===== config.mk =====
export PLATFORM = sky130hd
export DESIGN_NAME = prescaled_timer16
export DESIGN_NICKNAME = d
export VERILOG_FILES = /design/src/rtl/ptmr_pkg.sv /design/src/rtl/ptmr_prescaler.sv /design/src/rtl/ptmr_counter.sv /design/src/rtl/ptmr_read_latch.sv /design/src/rtl/prescaled_timer16.sv
export SDC_FILE = /design/constraint.sdc
export NUM_CORES = 1
export LEC_CHECK = 0
export ABC_CLOCK_PERIOD_IN_PS = 2000
export BUFFER_PORTS_ARGS = -buffer_cell sky130_fd_sc_hd__buf_2
export CAP_MARGIN = 20
export CORE_MARGIN = 2
export CORE_UTILIZATION = 50
export DETAILED_ROUTE_END_ITERATION = 10
export PLACE_DENSITY = 0.73
export SLEW_MARGIN = 20
export SYNTH_ARGS = -nofsm -noshare
export SYNTH_HDL_FRONTEND = slang
export SYNTH_SLANG_ARGS = --single-unit

===== constraint.sdc =====
create_clock -name clk -period 2 [get_ports clk]
set_input_delay 0.3 -clock clk [delete_from_list [all_inputs] [get_ports clk]]
set_output_delay 0.3 -clock clk [all_outputs]
set_load 0.03 [all_outputs]

===== src/rtl/ptmr_pkg.sv =====
// Package: shared encodings for the prescaled timer.
// Assumes a byte-wide bus and a 2-bit register select.
package ptmr_pkg;
    localparam int SEL_W   = 3;
    localparam int BYTE_W  = 8;
    localparam int CLR_BIT = 4;

    typedef enum logic [1:0] {
        REG_CTRL   = 2'b00,
        REG_CNT_HI = 2'b01,
        REG_CNT_LO = 2'b10,
        REG_NONE   = 2'b11
    } reg_sel_e;
endpackage


===== src/rtl/ptmr_prescaler.sv =====
// Module: count-enable generator.
// A free-running divider supplies 2^SEL_W-1 power-of-two taps; the last
// select code picks a synchronized, rising-edge-detected external pin.
// Assumes the external pin holds each level for at least two clk cycles.
module ptmr_prescaler #(
    parameter int SEL_W = 3
) (
    input  logic             clk,
    input  logic             rst_n,
    input  logic [SEL_W-1:0] sel,
    input  logic             ext_pin,
    output logic             tick
);
    localparam int NUM_SRC  = 2 ** SEL_W;
    localparam int DIV_BITS = NUM_SRC - 2;

    logic [DIV_BITS-1:0] div_q;
    logic [NUM_SRC-1:0]  src;
    logic                ext_meta, ext_sync, ext_prev;

    // Free-running divider shared by every tap.
    always_ff @(posedge clk) begin
        if (!rst_n) div_q <= '0;
        else        div_q <= div_q + 1'b1;
    end

    // Two-flop synchronizer plus a history flop for edge detection.
    always_ff @(posedge clk) begin
        if (!rst_n) begin
            ext_meta <= 1'b0;
            ext_sync <= 1'b0;
            ext_prev <= 1'b0;
        end else begin
            ext_meta <= ext_pin;
            ext_sync <= ext_meta;
            ext_prev <= ext_sync;
        end
    end

    // Tap k pulses once every 2^k cycles, when the low k divider bits are all ones.
    assign src[0] = 1'b1;
    for (genvar k = 1; k < NUM_SRC - 1; k++) begin : g_tap
        assign src[k] = &div_q[k-1:0];
    end
    assign src[NUM_SRC-1] = ext_sync & ~ext_prev;

    // Source multiplexer.
    assign tick = src[sel];
endmodule


===== src/rtl/ptmr_counter.sv =====
// Module: up-counter with synchronous clear.
// Wraps at the top; clear wins over a step in the same cycle.
module ptmr_counter #(
    parameter int CNT_W = 16
) (
    input  logic             clk,
    input  logic             rst_n,
    input  logic             clr,
    input  logic             tick,
    output logic [CNT_W-1:0] count
);
    // Count register: clear, step or hold.
    always_ff @(posedge clk) begin
        if (!rst_n || clr) count <= '0;
        else if (tick)     count <= count + 1'b1;
    end
endmodule


===== src/rtl/ptmr_read_latch.sv =====
// Module: low-byte capture buffer for coherent two-byte reads.
// The first capture request arms the buffer; a release empties it.
// Assumes capture and release never arrive in the same cycle.
module ptmr_read_latch #(
    parameter int BYTE_W = 8
) (
    input  logic              clk,
    input  logic              rst_n,
    input  logic              cap,
    input  logic              rel,
    input  logic [BYTE_W-1:0] live_lo,
    output logic              pending,
    output logic [BYTE_W-1:0] held
);
    // Pending flag and held byte.
    always_ff @(posedge clk) begin
        if (!rst_n) begin
            pending <= 1'b0;
            held    <= '0;
        end else if (rel) begin
            pending <= 1'b0;
        end else if (cap && !pending) begin
            pending <= 1'b1;
            held    <= live_lo;
        end
    end
endmodule


===== src/rtl/prescaled_timer16.sv =====
// Module: prescaled 16-bit timer counter with a byte-wide register view.
// Holds the control register, decodes the strobes and muxes read data.
// Assumes one strobe per cycle per direction; rd_data is combinational.
module prescaled_timer16
    import ptmr_pkg::*;
#(
    parameter int CNT_W = 2 * BYTE_W
) (
    input  logic              clk,
    input  logic              rst_n,
    input  logic              ext_clk_in,
    input  logic              wr_en,
    input  logic [1:0]        wr_sel,
    input  logic [BYTE_W-1:0] wr_data,
    input  logic              rd_en,
    input  logic [1:0]        rd_sel,
    output logic [BYTE_W-1:0] rd_data
);
    logic [SEL_W-1:0]  sel_q;
    logic              ctrl_wr, cnt_clr, cnt_tick;
    logic [CNT_W-1:0]  cnt_q;
    logic              lo_pending;
    logic [BYTE_W-1:0] lo_held;
    logic              rd_hi, rd_lo;
    logic              unused_wdata;

    assign ctrl_wr      = wr_en && (wr_sel == REG_CTRL);
    assign cnt_clr      = ctrl_wr && wr_data[CLR_BIT];
    assign rd_hi        = rd_en && (rd_sel == REG_CNT_HI);
    assign rd_lo        = rd_en && (rd_sel == REG_CNT_LO);
    assign unused_wdata = ^{wr_data[BYTE_W-1:CLR_BIT+1], wr_data[CLR_BIT-1:SEL_W]};

    // Source select register; only control writes reach it.
    always_ff @(posedge clk) begin
        if (!rst_n)       sel_q <= '0;
        else if (ctrl_wr) sel_q <= wr_data[SEL_W-1:0];
    end

    ptmr_prescaler #(.SEL_W(SEL_W)) u_presc (
        .clk(clk), .rst_n(rst_n), .sel(sel_q), .ext_pin(ext_clk_in), .tick(cnt_tick)
    );

    ptmr_counter #(.CNT_W(CNT_W)) u_cnt (
        .clk(clk), .rst_n(rst_n), .clr(cnt_clr), .tick(cnt_tick), .count(cnt_q)
    );

    ptmr_read_latch #(.BYTE_W(BYTE_W)) u_latch (
        .clk(clk), .rst_n(rst_n), .cap(rd_hi), .rel(rd_lo),
        .live_lo(cnt_q[BYTE_W-1:0]), .pending(lo_pending), .held(lo_held)
    );

    // Read data multiplexer.
    always_comb begin
        rd_data = '0;
        case (rd_sel)
            REG_CTRL:   rd_data[SEL_W-1:0] = sel_q;
            REG_CNT_HI: rd_data = cnt_q[CNT_W-1 -: BYTE_W];
            REG_CNT_LO: rd_data = lo_pending ? lo_held : cnt_q[BYTE_W-1:0];
            default:    rd_data = '0;
        endcase
    end
endmodule


# After elaboration in Yosys (flattened, before gate mapping)

Index checks and enable logic that the tools add are counted.
Widths: inputs -> output; s select.

Memory bits (writable): 0
Logic and storage cells: 39
ROM bits: 0
Memories kept: 0
Output and inout bits: 8
Register bits: 37
Input port bits: 17
Latch bits: 0

Reduce and logical (&&, ||, !) cells: 17
Order comparisons: 1
Eq/ne operators: 2
Multiply operators: 0
Multiplexer cells: 5
Bitwise gates (word level): 4
Shift-type cells: 0
Add/sub/neg operators: 2
Divide/modulo/power cells: 0

Operator list:

| kind                  | count |
|---|---|
| $add 16x1->16 const B | 1 |
| $pmux 5 s2            | 1 |
| $pmux 3 s3            | 1 |
| $mux 8                | 1 |
| $add 6x1->6 const B   | 1 |
| $reduce_and 6->1      | 1 |
| $logic_and 1x1->1     | 5 |
| $reduce_and 5->1      | 1 |
| $logic_not 2->1       | 2 |
| $lt 3x4->1 const B    | 1 |
| $reduce_and 2->1      | 2 |
| $reduce_and 4->1      | 1 |
| $bmux 1 s3            | 1 |
| $not 1->1             | 3 |
| $reduce_and 3->1      | 1 |
| $eq 2x1->1 const B    | 1 |
| $eq 2x2->1 const B    | 1 |
| $logic_not 1->1       | 2 |
| $reduce_or 2->1       | 1 |
| $and 1x1->1           | 1 |
| $logic_or 1x1->1      | 1 |
| $mux 1                | 1 |

# Depth between registers and ports, before layout

Depth after elaboration: 4
Mapped depth: 10
Depth with buffers taken out: 8

# Cells and area by module

Synthesis repeated with hierarchy kept, for this count alone.

Cells, all modules: 209
Area total of the unflattened synthesis: 1,909.3 um2

Modules (own cells, without submodules):

| module            | cells an instance | instances | area an instance (um2) | seq. area each (um2) |
|---|---|---|---|---|
| ptmr_counter      | 79                | 1         | 720.7                  | 320.3 |
| prescaled_timer16 | 53                | 1         | 429.2                  | 60.1 |
| ptmr_prescaler    | 38                | 1         | 389.1                  | 180.2 |
| ptmr_read_latch   | 39                | 1         | 370.4                  | 180.2 |

# Worst setup path after synthesis

No wires, ideal clock.

Path type: reg2reg
Start point: reg u_presc.div_q[0]
End point: reg u_cnt.count[12]
Arrival: 1,906 ps
Buffers on the path: 2
Setup slack: -31 ps
Period minus slack after synthesis: 2,031 ps
Stages on the path, launching flop included: 11
Path through: dfxtp_1 > ha_1 > nand3_1 > inv_1 > ha_1 > mux2_1 > o32ai_1 > buf_2 > buf_2 > nor3_1 > mux2i_1

Word-level cells in the longest chain between the ends: 3
Elaborated cells on any way between the ends: 7
Those cells by class: 2 x mux; 5 x reduce/logical

Ends and longest elaborated chain:

| element                                  | RTL line             | RTL |
|---|---|---|
| from (decl)                              | ptmr_prescaler.sv:17 | `logic [DIV_BITS-1:0] div_q;` |
| from (signal assigned)                   | ptmr_prescaler.sv:24 | `else div_q <= div_q + 1'b1;` |
| $reduce_and 6->1 (tied with other cells) | ptmr_prescaler.sv:43 | `assign src[k] = &div_q[k-1:0];` |
| $bmux 1 s3 (*)                           | ptmr_prescaler.sv:48 | `assign tick = src[sel];` |
| $mux 1 (implied by the code) (*)         | ptmr_prescaler.sv:48 |  |
| to (signal assigned)                     | ptmr_counter.sv:15   | `else if (tick) count <= count + 1'b1;` |
| to (decl)                                | ptmr_counter.sv:10   | `output logic [CNT_W-1:0] count` |

Mark *: on every way between the ends. The rest lies on a longest branch, timed or not. The select of a mux whose other input is x is not followed.
A chain may end at the register's enable or synchronous reset.

# Worst setup path after layout

Start point: reg u_cnt.count[0]
End point: out rd_data[0]

Word-level cells in the longest chain between the ends: 2

Ends and longest elaborated chain:

| element    | RTL line                | RTL |
|---|---|---|
| $mux 8     | prescaled_timer16.sv:58 | `REG_CNT_LO: rd_data = lo_pending ? lo_held : cnt_q[BYTE_W-1:0];` |
| $pmux 3 s3 | prescaled_timer16.sv:55 | `case (rd_sel)` |
| to (decl)  | prescaled_timer16.sv:17 | `output logic [BYTE_W-1:0] rd_data` |

Every way passes these cells.

==> flow_metrics.tcl <==
set metrics [dict create \
    final.setup.worst_slack_ns 0.07254 \
    footprint_of_the_multi_input_gates_um2 1196 \
    cts.path.max_buffers 2 \
    mostFrequentLayoutCells "34 x sky130_fd_sc_hd__dfxtp_1, 20 x sky130_fd_sc_hd__buf_2, 18 x sky130_fd_sc_hd__nor2_1" \
    synth-main-ff-cell "sky130_fd_sc_hd__dfxtp_1" \
    cts.reportedPaths.clkPinSlew_ns 0.07 \
    netlist_instances 220 \
    power_density_nw_per_um2 624.8 \
    cts.htree.levels 2 \
    synth_seq_area_share_pct 37.54 \
    initial_utilization_pct 53.10 \
    hp-class "input pin to flip-flop" \
    detailedRoute.firstPassIterationCount 4 \
    top_level_ports 25 \
    synth-async-reset-ratio_pct 0 \
    final_number_of_max_transition_violations 0 \
    synth_area_per_cell_um2 8.969 \
    pin_count_of_the_biggest_net_entering_global_routing 23 \
    finalWirelength_mm 4.313 \
    starting_drt_drc_count 85 \
    synth.cell_area_um2 1973 \
    timing.final.crit_share_pct 96.37 \
    ys_ff_latch 37 \
    cp_data_required_time_ns 1.70 \
    netlist-cell-type-count 39 \
    holdCritStartpoint "rd_en" \
    io_buffers 20 \
    chipWidth_um 66.82 \
    place.gp.congestion 0.8229 \
    max-cap-violations 0 \
    gr_ovfl_total 0 \
    place_ws_ns 0.01758 \
    worst_setup_path_startpoint "u_cnt.count[0]" \
    clock_latency_ns 0.28 \
    hold_viol_final 0 \
    max_slew.worst_pin.slew_ns 0.5720 \
    period_minus_slack_ns 1.927 \
    layout_commonest_cell "sky130_fd_sc_hd__dfxtp_1" \
    normalized_max_slew_margin_pct 61.79 \
    synthesis.yosys.warnings 0 \
    cts_tree "yes" \
    core-area_um2 3716 \
    cts_root_buf "sky130_fd_sc_hd__clkbuf_8" \
    track_usage_pct 21.78 \
    initial_antenna_violation_count 0 \
    setup.worst_path.start_class "flip-flop" \
    cts_num_sinks 37 \
    wire_per_inst_um 14.47 \
    place.detailed.hpwl_mm 3.160 \
    setup_violations 0 \
    post_route_cells_drive_above_1_share_pct 21.60 \
    cellLeakagePower_nw 0.9275 \
    first_global_vias 1556 \
    tritoncts.num_buffers 5 \
    synth_fp_nets 246 \
    crit_path_max_fanout 7 \
    flow.area_growth_from_synthesis_pct 18.26 \
    final.fill_count 330 \
    fin_tns_setup_ns 0 \
    cp_data_arrival_time_ns 1.63 \
    detailroute.via_count 1742 \
    insertedDiodeCount 0 \
    ir_worst_vdd_v 0.0004336 \
    number_of_rows_created_at_floorplan 22 \
    clock.fmax_ghz 0.5188 \
    final.setup_skew_ns 0.005401 \
    die_footprint_um2 4465 \
    setup.worst_path.end_class "output pin" \
    register_area_um2 747.0 \
    drt_drc_violations_left 0 \
    ant_nets 0 \
    route.detailed.vias_per_inst 5.846 \
    critical_path.reg2reg.startpoint "u_presc.div_q[1]" \
    die_height_um 66.82 \
    design_power_total_w 0.001458 \
    setup_repair_after_global_routing_missed_its_margin "no" \
    synth_enable_flop_cells 0 \
    outcome "finished, final reports clean" \
    critPathKind "flip-flop to output pin" \
    grt_first_pass_wirelength_mm 7.376 \
    finalNetCount 276 \
]
==> through the flow <==
stage	cell area (um2)	util [%]	hold slack (ns)	cells
final	2333	62.79	0.2231	298
after global routing	2333	62.79	0.2151	298
after CTS	2288	61.58	0.2138	296
after detailed placement	2198	59.16	0.4232	289
after global placement	2198	59.16	0.4147	289
after floorplan	1976	-	0.4002	220
==> logic make-up after synthesis <==
kind of cell / synth area share, %
buf+inv: 3.614
flops: 37.54
compound gates: 12.37
fa+ha+maj: 5.707
mux: 13.25
simple gates: 26.63
xor+xnor: 0.8879
==> power breakdown <==
part           leakage [nW]  total, W  switching (W)  internal (W)
combinational         0.582  0.000169      0.0000935     0.0000752
sequential            0.301  0.000773      0.0000177      0.000755
clock                0.0443  0.000516       0.000243      0.000273
total                 0.928   0.00146       0.000354       0.00110
==> Yosys cell counts, types with 2 or more instances <==
cell,n,share of area [%]
sky130_fd_sc_hd__nand3_1,9,2.3
sky130_fd_sc_hd__clkbuf_1,8,1.5
sky130_fd_sc_hd__nor2b_1,7,2.2
sky130_fd_sc_hd__mux2_1,9,5.1
sky130_fd_sc_hd__nor2_1,18,3.4
sky130_fd_sc_hd__dfxtp_1,37,38
sky130_fd_sc_hd__nor4_1,5,1.6
sky130_fd_sc_hd__a21oi_1,12,3.0
sky130_fd_sc_hd__ha_1,9,5.7
sky130_fd_sc_hd__a22oi_1,5,1.9
sky130_fd_sc_hd__nand2b_1,3,0.95
sky130_fd_sc_hd__or3_1,7,2.2
sky130_fd_sc_hd__o31ai_1,7,2.7
sky130_fd_sc_hd__nor3_1,2,0.51
sky130_fd_sc_hd__nand4_1,4,1.3
sky130_fd_sc_hd__or4_1,10,3.8
sky130_fd_sc_hd__buf_2,3,0.76
sky130_fd_sc_hd__mux2i_1,16,8.1
sky130_fd_sc_hd__o21ai_1,2,0.51
sky130_fd_sc_hd__inv_1,6,1.1
sky130_fd_sc_hd__nand2_1,15,2.9
sky130_fd_sc_hd__a222oi_1,3,1.5
sky130_fd_sc_hd__and2_1,7,2.2
==> worst max-delay path, stage by stage (launching register included) <==
cell                       delay (ns)
sky130_fd_sc_hd__dfxtp_1         0.32
sky130_fd_sc_hd__buf_4           0.16
sky130_fd_sc_hd__mux2_1          0.29
sky130_fd_sc_hd__a222oi_1        0.32
sky130_fd_sc_hd__nor2_1          0.07
sky130_fd_sc_hd__buf_2           0.18
==> repair_timing <==
item,4_1_cts,5_1_grt
pin swaps,0,3
hold buffers,0,0
resized for setup,2,8
buffers inserted,0,2
setup endpoints to repair,4,14
==> layout make-up <==
type / instances / share of cell area, %
Clock buffer: 7 / 3.700
Inverter: 7 / 1.126
Multi-Input combinational cell: 165 / 51.26
Sequential cell: 37 / 32.01
Tap cell: 48 / 2.574
Timing Repair Buffer: 34 / 9.330
==> path summary, 6_finish.rpt <==
path	endpoint	slack, ns	depth (start not counted)
worst max-delay path	rd_data[0]	0.07	5
worst min-delay path	u_latch.pending	0.22	2
worst max register to register	u_cnt.count[15]	0.11	9
worst min register to register	u_presc.ext_sync	0.44	1
==> flip-flops by register name (all words and copies together), names as in the netlist <==
signal	count
u_presc.ext_prev	1
u_presc.div_q	6
u_latch.pending	1
sel_q	3
u_presc.ext_sync	1
u_latch.held	8
u_cnt.count	16
u_presc.ext_meta	1
==> layer usage <==
metal	track usage [%]	up-vias	wire length, um
li1	-	877	-
met1	31.07	823	2150
met2	33.13	38	1934
met3	4.054	4	200
met4	6.633	0	27
met5	0	-	0
Note: power is estimated with default switching activity, not from simulation.
